--- src/rtl/seg_addr_gen.sv ---
module seg_addr_gen #(
  parameter int SEG_W = 16,
  parameter int OFF_W = 16,
  parameter int SHIFT = 4
) (
  input  logic                   clk,
  input  logic                   rst_n,
  input  logic                   seg_wr_en,
  input  logic [1:0]             seg_wr_sel,
  input  logic [SEG_W-1:0]       seg_wr_data,
  input  logic [2:0]             acc_kind,
  input  logic [OFF_W-1:0]       offset,
  input  logic                   ovr_en,
  input  logic [1:0]             ovr_sel,
  output logic [SEG_W+SHIFT-1:0] phys_addr
);
  localparam int ADDR_W = SEG_W + SHIFT;

  localparam logic [1:0] SEL_EXTRA = 2'd0;
  localparam logic [1:0] SEL_CODE  = 2'd1;
  localparam logic [1:0] SEL_STACK = 2'd2;
  localparam logic [1:0] SEL_DATA  = 2'd3;

  localparam logic [2:0] K_FETCH  = 3'd0;
  localparam logic [2:0] K_PUSHPOP = 3'd1;
  localparam logic [2:0] K_BPREL  = 3'd2;
  localparam logic [2:0] K_STRDST = 3'd6;

  logic [SEG_W-1:0] seg_q [4];
  logic [1:0]       dflt_sel;
  logic             fixed_kind;
  logic [1:0]       use_sel;

  always_ff @(posedge clk or negedge rst_n) begin
    if (!rst_n) begin
      for (int i = 0; i < 4; i++) seg_q[i] <= '0;
    end else if (seg_wr_en) begin
      seg_q[seg_wr_sel] <= seg_wr_data;
    end
  end

  always_comb begin
    case (acc_kind)
      K_FETCH:           dflt_sel = SEL_CODE;
      K_PUSHPOP, K_BPREL: dflt_sel = SEL_STACK;
      K_STRDST:          dflt_sel = SEL_EXTRA;
      default:           dflt_sel = SEL_DATA;
    endcase
  end

  assign fixed_kind = (acc_kind == K_FETCH) || (acc_kind == K_STRDST);
  assign use_sel    = (ovr_en && !fixed_kind) ? ovr_sel : dflt_sel;
  assign phys_addr  = {seg_q[use_sel], {SHIFT{1'b0}}} + ADDR_W'(offset);
endmodule


--- config.mk ---
export PLATFORM = sky130hd
export DESIGN_NAME = seg_addr_gen
export DESIGN_NICKNAME = d
export VERILOG_FILES = /design/src/rtl/seg_addr_gen.sv
export SDC_FILE = /design/constraint.sdc
export NUM_CORES = 1
export LEC_CHECK = 0
export ABC_AREA = 1
export BUFFER_PORTS_ARGS = -buffer_cell sky130_fd_sc_hd__buf_2
export CORE_UTILIZATION = 55
export DETAILED_ROUTE_END_ITERATION = 7
export HOLD_SLACK_MARGIN = 0.02
export PLACE_DENSITY = 0.79
export REMOVE_ABC_BUFFERS = 1
export SETUP_SLACK_MARGIN = 0.1
export SKIP_LAST_GASP = 1
export SYNTH_ARGS = -nofsm -noshare
export SYNTH_HDL_FRONTEND = slang
export SYNTH_SLANG_ARGS = --single-unit
--- constraint.sdc ---
create_clock -name clk -period 3.2 [get_ports clk]
set_input_delay 0.32 -clock clk [delete_from_list [all_inputs] [get_ports clk]]
set_output_delay 0.32 -clock clk [all_outputs]
set_load 0.05 [all_outputs]
== Word level (Yosys, flattened, before mapping) ==
Index checks and enable logic that the tools add are counted.
Cells by class
  add/sub/neg operators: 1
  order comparisons: 3
  eq/ne operators: 3
  multiplexer cells: 8
  bitwise logic cells: 2
  reductions and logical operators: 6
Operators with widths (number)
  $bwmux 64: 1
  $mux 16: 3
  $bmux 16 s2: 1
  $demux 16 s2: 1
  $add 20x16->20: 1
  $ge 3x3->1 const B: 2
  $not 2->3: 2
  $pmux 2 s3: 1
  $eq 3x1->1 const B: 1
  $eq 3x2->1 const B: 1
  $eq 3x3->1 const B: 1
  $logic_not 3->1: 1
  $lt 3x1->1 const B: 1
  $logic_and 1x1->1: 2
  $mux 2: 1
  $reduce_or 2->1: 1
  $logic_not 1->1: 1
  $logic_or 1x1->1: 1
Word-level totals
  bits in registers: 64
  input port bits: 43
  output and inout bits: 20
  word-level logic and storage cells: 27

== Longest topological paths before layout ==
Gate-level depths: netlist of the first run.
  word-level depth: 10
  mapped depth: 19

== Worst setup path after synthesis of the first run ==
OpenSTA, ideal clock, no wires.
  kind: input port to output port
  start point: input port acc_kind[1]
  end point: output port phys_addr[14]
  arrival: 3.304 ns
  required time: 2.880 ns
  setup slack: -0.424 ns
  stages on the path: 16
  path buffers: 2
  path through: nor2_2 -> nand2_2 -> nand4_1 -> nand2_2 -> buf_6 -> clkbuf_1 -> o21ai_0 -> o22ai_1 -> ha_1 -> fa_1 -> nand3_1 -> nand2_1 -> a31oi_1 -> o21ai_0 -> a21oi_1 -> xor2_1
On the way
  longest elaborated chain between the ends: 10
  elaborated cells between the ends (all ways): 15
  those cells by class: add/sub: 1; eq/ne: 3; mux: 5; bitwise: 1; reduce/logical: 5
RTL lines
  start: declaration: RTL line 11  | input logic [2:0] acc_kind,
  parallel branches: the longest is 4 deep, another holds $eq 3x1->1
  $mux 2 *: RTL line 52  | assign use_sel = (ovr_en && !fixed_kind) ? ovr_sel : dflt_sel;
  $not 2->3 (not written as such) *: RTL line 53  | assign phys_addr = {seg_q[use_sel], {SHIFT{1'b0}}} + ADDR_W'(offset);
  $bmux 16 s2 *: RTL line 53
  $mux 16 (not written as such) * (2 in a row): RTL line 53
  $add 20x16->20 *: RTL line 53
  end: declaration: RTL line 15  | output logic [SEG_W+SHIFT-1:0] phys_addr
Every way passes the cells marked *. The select of a mux whose other input is x is not followed.

== Final worst setup path of the first run ==
  start point: input port acc_kind[1]
  end point: output port phys_addr[18]
Same word-level chain as after synthesis.

==> impl_metrics.tcl, run 1 <==
set metrics [dict create \
    final_area_um2 4950 \
    worstPathArrival_ns 3.16 \
    antenna_found_initial 0 \
    yosys_register_bits 64 \
    critical_path_class "input pin to output pin" \
    setup_viol 7 \
    first_iter_violations 516 \
    violations "DRC, setup timing" \
    numCtsBuffers 9 \
    largest-register "seg_q" \
    root_buffer "clkbuf_8" \
    die-area_um2 6760 \
    post-route-period-util 1.09 \
    yosysWarnings 0 \
    port_buffers 54 \
    leakage_nw 2.48 \
    area_delta_synth_final_pct 39.7 \
    skew_ns 0 \
    hold_viol_final 0 \
    drc 1 \
    final_layout_size_suffix_gt1_frac 0.366 \
    num_rows 28 \
    syn_inst 445 \
    ys_types 31 \
    routed_wl_mm 12.1 \
    drv_slew 0 \
    cpMaxStageDelayCell "ha_1" \
    ys_seq_area_frac 0.452 \
    synth_area_um2 3540 \
    reg.largest.list "seg_q x64" \
    grt_use_met1 0.423 \
    post_drt_wl_per_cell_um 19.0 \
    met2_usage 0.521 \
    ant_nets 0 \
    viasPerCell 6.17 \
    clkTransAtPathRegs_ns 0.08 \
    synth_area_per_cell_um2 7.96 \
    cts_buffer_depth 2 \
    cts_tree "yes" \
    seqCellArea_um2 1600 \
    place_area_um2 4110 \
    fmax_mhz 287 \
    layout_setup_ws_ns -0.281 \
    grtUsageMet3 0.0593 \
    critPathLaunchType "input pin" \
    coreArea_um2 6060 \
    io_pins 63 \
    fp.dieH_um 82.2 \
    cp_top_family "simple AND/OR/NAND/NOR gates" \
    fillCellCount 343 \
    drv_cap 0 \
    crit_top_cell "buf_4" \
    cts.sinks 64 \
    largest_reg_flops 64 \
    rsz0062_at_grt "true" \
    post-route-min-period_ns 3.48 \
    grt.total_usage 0.327 \
    critPathMaxStageDelay_ns 0.37 \
    nets 615 \
    hp-class "input pin to flop" \
    grt_pass1_wl_mm 16.0 \
    multi_input_area_um2 2010 \
    tns_ns -0.887 \
    dr.pass1.iters 8 \
    ir_worst_vdd_v 0.000593 \
    grt_pass1_vias 3446 \
    clk_latency_ns 0.35 \
    top_usage_layer "met2" \
    cp-end-kind "output pin" \
    max-slew-margin-rel 0.251 \
    status "complete, but fails checks" \
    place_congestion 0.885 \
    initial_core_util 0.584 \
    cp_max_fo 8 \
    cp.required_ns 2.88 \
    worstMarginPinSlew_ns 1.12 \
    cts_max_level 3 \
    grt_max_degree 37 \
    critPathBufInv 5 \
    dieWidth_um 82.2 \
    power_density_nw_per_um2 686 \
    power.total_mw 3.40 \
    dp_hpwl_mm 6.07 \
    overflow 0 \
    crit_chain "buf_8 > nor2_4 > nand2_4 > nand4_1 > buf_4 > nand2_8 > buf_4 > o21ai_2 > o22ai_2 > ha_1 > inv_2 > o21bai_2 > nand3_1 > nand4_1 > nand3_1 > xor2_1 > buf_4" \
    via_count 3937 \
    diodes 0 \
]
[per-layer routing]
layer | routed length (um) | vias up
li1 | - | 1709
met1 | 4560 | 1847
met2 | 5520 | 294
met3 | 1320 | 87
met4 | 734 | 0
met5 | 0 | -
[path summary, 6_finish.rpt]
path,start,to,slack (ns),cells after the start
min,seg_wr_data[2],seg_q[18]$_DFFE_PN0P_,0.27,3
min reg2reg,seg_q[12]$_DFFE_PN0P_,seg_q[12]$_DFFE_PN0P_,0.49,2
min in group asynchronous,rst_n,seg_q[36]$_DFFE_PN0P_,0.55,2
max in group asynchronous,rst_n,seg_q[26]$_DFFE_PN0P_,1.70,3
max reg2reg,seg_q[27]$_DFFE_PN0P_,seg_q[27]$_DFFE_PN0P_,2.31,2
max,acc_kind[1],phys_addr[18],-0.28,17
[cell families (layout without fill, tap and decap cells)]
logic type                 after synthesis  after routing  share of synthesized area
DFF                                     64             64                      0.452
xor gates and xnor gates                12             12                     0.0297
AOI/OAI and AO/OA                      124            124                      0.186
buffers and inverters                   57            173                     0.0703
and+or+nand+nor                        174            176                      0.211
adders and majority gates               14             14                     0.0516
[layout by cell type (no fill, tap or decap), types with 6 or more instances in the layout]
master,netlist,layout
nand2_1,108,103
o21ai_0,94,70
buf_4,4,68
dfrtp_1,64,64
buf_2,4,40
inv_1,32,31
nor2_1,30,27
o21ai_2,0,14
nand3_1,16,14
buf_6,2,11
o21ai_1,1,10
xor2_1,10,10
clkbuf_8,0,10
ha_1,13,9
a21oi_2,0,7
nand2_4,0,6
nand2_2,6,6
o22ai_1,12,6
o22ai_2,0,6
[cell usage after synthesis (all sizes together)]
cell type  instances  area share
o211ai             2      0.0057
xor2              10       0.025
clkbuf            13       0.014
dfrtp             64        0.45
nand3             20       0.036
o21bai             2      0.0053
nor3               1      0.0014
o22ai             12       0.021
ha                13       0.046
fa                 1      0.0057
xnor2              2      0.0049
nor2              34       0.039
o21ai             95        0.13
nand4              4      0.0071
nand3b             1      0.0021
buf               11       0.022
a21oi             11       0.016
a31oi              2      0.0035
nand2            114        0.13
inv               33       0.035
[timing repair]
action,CTS,global route
pin swaps,35,29
endpoints found under the setup margin,12,12
hold buffers,1,0
buffers inserted,16,9
hold endpoints to repair,28,0
resized for setup,80,47
cloned,2,0
[tightest hold or removal path, delay by kind of cell]
kind | cells | cell delay [ns]
AOI/OAI and AO/OA | 1 | 0.08
buffers and inverters | 2 | 0.17
[area by class of cell]
cell class | count | area share
clock inverters | 5 | 0.0162
clock buffers | 11 | 0.0286
repair buffers | 124 | 0.181
inverters | 33 | 0.0255
flip-flops and latches | 64 | 0.324
well taps | 75 | 0.0190
multi-input cells | 326 | 0.406
[power by group]
part | total (mW) | switching, mW | leakage, nW | internal, mW
sequential | 1.03 | 0.0907 | 0.799 | 0.938
combinational | 1.59 | 0.986 | 1.57 | 0.599
clock | 0.782 | 0.323 | 0.106 | 0.459
[stage by stage]
stage	utilization	setup WS, ns	hold slack (ns)	cells
after floorplan	-	-0.334	0.0244	421
after global placement	0.678	-0.249	0.371	594
after detailed placement	0.678	-0.311	0.374	594
after CTS	0.776	0.0481	0.273	629
after global routing	0.816	-0.312	0.291	638
final	0.816	-0.281	0.268	638
(Power assumes the default switching activity.)
==> run 2, diff against run 1 <==
--- a/config.mk
+++ b/config.mk
@@ -11,5 +11,5 @@
 export DETAILED_ROUTE_END_ITERATION = 7
 export HOLD_SLACK_MARGIN = 0.02
-export PLACE_DENSITY = 0.79
+export PLACE_DENSITY_LB_ADDON = 0.15
 export REMOVE_ABC_BUFFERS = 1
 export SETUP_SLACK_MARGIN = 0.1
==> constraint.sdc (replaced) <==
create_clock -name clk -period 3.2 [get_ports clk]
set_input_delay 0 -clock clk [delete_from_list [all_inputs] [get_ports clk]]
set_output_delay 0 -clock clk [all_outputs]
set_load 0.05 [all_outputs]
==> run 2 against run 1 <==
The run now ends clean. Critical endpoint is now phys_addr[14]. Highest routed layer unchanged. Die area is the same. Via count shrank 16%. Non-clock buffer count shrank 42.
==> impl_metrics.tcl, run 2 (synthesis gave the netlist of run 1 again) <==
set metrics [dict create \
    post-route-min-period_ns 2.92 \
    placed_cells 557 \
    r2r_slack_ns 2.41 \
    cts_buffer_depth 2 \
    combPwrFrac 0.375 \
    via_count 3315 \
    dr.pass1.iters 5 \
    fp.dieH_um 82.2 \
    drc 0 \
    dieWidth_um 82.2 \
    die-area_um2 6760 \
    cpMaxStageDelayCell "fa_1" \
    cp_max_fo 18 \
    hold_viol_final 0 \
    critPathLaunchType "input pin" \
    area_delta_synth_final_pct 21.8 \
    clkTransAtPathRegs_ns 0.07 \
    cp.required_ns 3.20 \
    rr_startpoint "seg_q[22]$_DFFE_PN0P_" \
    grt_pass1_wl_mm 14.6 \
    crit_chain "buf_2 > nor2_2 > nand2_2 > nand4_1 > nand2_4 > o21ai_0 > o22ai_1 > ha_1 > fa_1 > nand3_1 > nand2_1 > a31oi_1 > o21ai_0 > a21oi_1 > xor2_1 > clkbuf_4" \
    dp_hpwl_mm 6.01 \
    cts_max_level 3 \
    cts.sinks 64 \
    layout_common_cells "nand2_1 (108), o21ai_0 (94), dfrtp_1 (64)" \
    fmax_mhz 342 \
    place_area_um2 3830 \
    fillCellCount 512 \
    drv_cap 0 \
    crit_top_cell "o21ai_0" \
    nets 571 \
    diodes 0 \
    port_buffers 54 \
    top_usage_layer "met1" \
    power_density_nw_per_um2 696 \
    overflow 0 \
    num_rows 28 \
    timing.rr.end "seg_q[22]$_DFFE_PN0P_" \
    p_int_mw 1.81 \
    drv_slew 0 \
    pwr-share-clk 0.285 \
    post-route-period-util 0.913 \
    seqPwrFrac 0.339 \
    ant_nets 0 \
    worstPathArrival_ns 2.92 \
    power.total_mw 3.00 \
    root_buffer "clkbuf_8" \
    critical_path_class "input pin to output pin" \
    io_pins 63 \
    seqCellArea_um2 1600 \
    place_congestion 0.903 \
    grtUsageMet3 0.0516 \
    final_area_um2 4310 \
    grt.total_usage 0.292 \
    status "complete, no violations" \
    post_drt_wl_per_cell_um 15.1 \
    worstMarginPinSlew_ns 1.21 \
    final_common_cell "nand2_1" \
    max-slew-margin-rel 0.193 \
    numCtsBuffers 9 \
    largest-register "seg_q" \
    stdcell_count 594 \
    cp-end-kind "output pin" \
    grt_pass1_vias 3130 \
    preCtsSetupSlack_ns 0.237 \
    initial_core_util 0.584 \
    final_layout_size_suffix_gt1_frac 0.181 \
    final_core_util 0.712 \
    critPathMaxStageDelay_ns 0.41 \
    grt_max_degree 45 \
    setup_viol 0 \
    leakage_nw 2.18 \
    fin_hold_ws_ns 0.341 \
    cts_tree "yes" \
    skew_ns 0 \
    power.switching_mw 1.19 \
    antenna_found_initial 0 \
    tns_ns 0 \
    r2r_cells 2 \
    multi_input_area_um2 1710 \
    largest_reg_flops 64 \
    clk_latency_ns 0.34 \
    crit_cells 16 \
    switching_share 0.395 \
    routed_wl_mm 8.95 \
    coreArea_um2 6060 \
    met2_usage 0.421 \
    hp-class "input pin to asynchronous set/reset pin" \
    grt_use_met1 0.425 \
    viasPerCell 5.58 \
    first_iter_violations 327 \
    ir_worst_vdd_v 0.000684 \
    critPathBufInv 2 \
    reg.largest.list "seg_q x64" \
    layout_setup_ws_ns 0.278 \
    cp_top_family "compound AO/OA/AOI/OAI gates" \
    rsz0062_at_grt "false" \
]
-- run 2: changes by cell type in the layout (fill, tap and decap cells not counted), moves of 5 or more --
cell,delta
buf_4,-61
nand2_1,+5
o21ai_1,-9
a21oi_1,+7
buf_6,-11
dlygate4sd3_1,+20
o22ai_1,+6
buf_2,+12
o21ai_0,+24
o22ai_2,-6
a21oi_2,-7
o21ai_2,-14
-- run 2: worst max-delay path by stage --
stage                                to  slack (ns)         from
after CTS                 phys_addr[14]        0.23  acc_kind[1]
after global routing      phys_addr[13]        0.11  acc_kind[1]
after floorplan           phys_addr[14]        0.31  acc_kind[1]
final                     phys_addr[14]        0.28  acc_kind[1]
after global placement    phys_addr[14]        0.39  acc_kind[1]
after detailed placement  phys_addr[14]        0.24  acc_kind[1]
-- run 2: power groups by stage --
stage	Clock, mW	Combinational [mW]	Sequential (mW)
after floorplan	0	0.818	1.00
after global placement	0	1.05	1.03
after detailed placement	0	1.07	1.03
after CTS	0.861	1.11	1.01
after global routing	0.899	1.23	1.03
final	0.856	1.13	1.02
-- run 2: area by class of cell --
class | count | area share
multi-input cells | 324 | 0.397
well taps | 75 | 0.0218
clock buffers | 11 | 0.0328
flip-flops and latches | 64 | 0.371
clock inverters | 5 | 0.0241
inverters | 33 | 0.0287
repair buffers | 82 | 0.125
-- run 2: per-layer routing --
metal	vias up	share of wire
met5	-	0
met4	0	0.026
met3	24	0.059
met2	131	0.43
met1	1545	0.48
li1	1615	-
-- run 2: timing repair --
item,4_1_cts,5_1_grt
endpoints found under the hold margin,107,0
hold buffers,21,0
buffers inserted,0,0
setup endpoints to repair,0,4
gates resized for setup,0,6
-- run 2: worst register-to-register path, stage by stage (launching register included) --
cell     delay, ns
dfrtp_1       0.39
nand2_1       0.07
o21ai_0       0.15
==> run 3, diff against run 2 <==
- clock period: 3.2 -> 3.72 ns (I/O delays scaled with it)
==> run 3 against run 2 <==
Worst setup slack improved by 0.28 ns. Final area shrank 2.0%. Clock skew unchanged. Via count is 2.7% lower. Sequential share of layout area increased by 0.76 points. Sequential cell count unchanged. First-iteration DRC count shrank 16%. Global-route usage fell by 0.67 points. Routed wire length is 2.9% lower. Clock-buffer cell count grew 1. Worst hold slack lost 0.066 ns. Highest routed layer unchanged.
==> impl_metrics.tcl, run 3 (synthesis gave the netlist of run 1 again) <==
set metrics [dict create \
    coreArea_um2 6060 \
    place_area_um2 3830 \
    timing.rr.end "seg_q[1]$_DFFE_PN0P_" \
    viasPerCell 5.43 \
    leakage_nw 2.14 \
    ant_nets 0 \
    status "complete, no violations" \
    final_common_cell "nand2_1" \
    worstHoldStart "seg_wr_sel[1]" \
    cpMaxStageDelayCell "o21ai_0" \
    first_iter_violations 276 \
    reg.largest.list "seg_q x64" \
    r2r_cells 2 \
    cp.required_ns 3.72 \
    critPathMaxStageDelay_ns 0.43 \
    dr.pass1.iters 4 \
    setup_viol 0 \
    fmax_mhz 316 \
    cts.sinks 64 \
    area_delta_synth_final_pct 19.4 \
    post-route-min-period_ns 3.16 \
    skew_ns 0 \
    num_rows 28 \
    crit_chain "buf_2 > nor2_2 > nand2_2 > nand3_4 > nor2_2 > nor2_2 > o21ai_0 > o22ai_1 > ha_1 > nand2_1 > o21ai_0 > a31oi_1 > o21ai_0 > a21oi_1 > xor2_1 > buf_2" \
    root_buffer "clkbuf_8" \
    post-route-period-util 0.851 \
    drv_slew 0 \
    cp_max_fo 12 \
    numCtsBuffers 9 \
    dp_hpwl_mm 5.74 \
    worst_hold_path.endpoint "seg_q[19]$_DFFE_PN0P_" \
    final_layout_size_suffix_gt1_frac 0.179 \
    grt.total_usage 0.286 \
    clk_latency_ns 0.34 \
    nets 571 \
    clkTransAtPathRegs_ns 0.08 \
    rsz0062_at_grt "false" \
    dieWidth_um 82.2 \
    post_drt_wl_per_cell_um 14.6 \
    io_pins 63 \
    grt_pass1_vias 3013 \
    antenna_found_initial 0 \
    diodes 0 \
    final_core_util 0.697 \
    grt_pass1_wl_mm 14.2 \
    r2r_slack_ns 2.93 \
    rr_startpoint "seg_q[1]$_DFFE_PN0P_" \
    power_density_nw_per_um2 562 \
    layout_setup_ws_ns 0.556 \
    place_congestion 0.943 \
    critPathLaunchType "input pin" \
    die-area_um2 6760 \
    final_area_um2 4230 \
    fp.dieH_um 82.2 \
    max-slew-margin-rel 0.169 \
    cts_buffer_depth 2 \
    cts_max_level 3 \
    drc 0 \
    critical_path_class "input pin to output pin" \
    cts_tree "yes" \
    worstPathArrival_ns 3.16 \
    worstMarginPinSlew_ns 1.24 \
    cts_setup_buffers 0 \
    overflow 0 \
    grt_max_degree 65 \
    initial_core_util 0.584 \
    preCtsSetupSlack_ns 0.594 \
    hold_viol_final 0 \
    routed_wl_mm 8.69 \
    cp-end-kind "output pin" \
    tns_ns 0 \
    port_buffers 54 \
    drv_cap 0 \
    ir_worst_vdd_v 0.000604 \
    via_count 3227 \
    hp-class "input pin to flop" \
    largest-register "seg_q" \
    hold_depth 5 \
    layout_common_cells "nand2_1 (108), o21ai_0 (94), dfrtp_1 (64)" \
    largest_reg_flops 64 \
]
==> run 3: cell types whose count changed in the layout (fill, tap and decap cells not counted), sizes merged <==
cell      previous run  this run
buf                 59        61
bufinv               3         0
clkbuf              13        12
clkinvlp             0         2
==> run 3: worst max-delay path by stage <==
stage,slack (ns),from,end
global placement,0.66,acc_kind[1],phys_addr[13]
finish,0.56,acc_kind[1],phys_addr[13]
CTS,0.58,acc_kind[1],phys_addr[13]
detailed placement,0.59,acc_kind[1],phys_addr[13]
global route,0.26,acc_kind[1],phys_addr[13]
floorplan,0.83,acc_kind[1],phys_addr[14]
==> run 3: stage by stage <==
step / hold WS (ns) / instances / total power, mW
3_5_place_dp: 0.000428 / 557 / 1.80
6_report: 0.276 / 594 / 2.38
2_1_floorplan: -0.296 / 421 / 1.56
4_1_cts: 0.273 / 594 / 2.38
3_3_place_gp: 0.000428 / 557 / 1.79
5_1_grt: 0.355 / 594 / 2.52
==> run 3: metal layers <==
metal  vias up  GRT usage  share of wire
li1       1613          -              -
met1      1478      0.411           0.47
met5         -          0              0
met4         0      0.123          0.020
met2       121      0.414           0.43
met3        15     0.0615          0.081
==> run 3: where the power goes <==
group | internal, mW | switching, mW | leakage (nW)
clock | 0.278 | 0.274 | 0.0886
combinational | 0.279 | 0.674 | 1.25
sequential | 0.807 | 0.0640 | 0.799
total | 1.36 | 1.01 | 2.14
==> run 3: cell type report <==
type,instances,area (um2)
clock buffers,12,155
clock inverters,4,28.8
fillers,504,1830
inverters,33,124
multi-input cells,324,1690
flip-flops and latches,64,1600
well taps,75,93.8
repair buffers,82,533
==> run 3: what timing repair did <==
action | in CTS | in global routing
hold buffers | 21 | 0
gates resized for setup | 0 | 0
hold endpoints to repair | 130 | 0
==> run 3: worst max-delay path: cells and delay by family <==
| kind | cells | cell delay [ns] |
|---|---|---|
| AOI/OAI and AO/OA | 6 | 1.46 |
| adders and majority gates | 1 | 0.25 |
| and+or+nand+nor | 6 | 0.91 |
| xor gates and xnor gates | 1 | 0.14 |
| buffers and inverters | 2 | 0.39 |
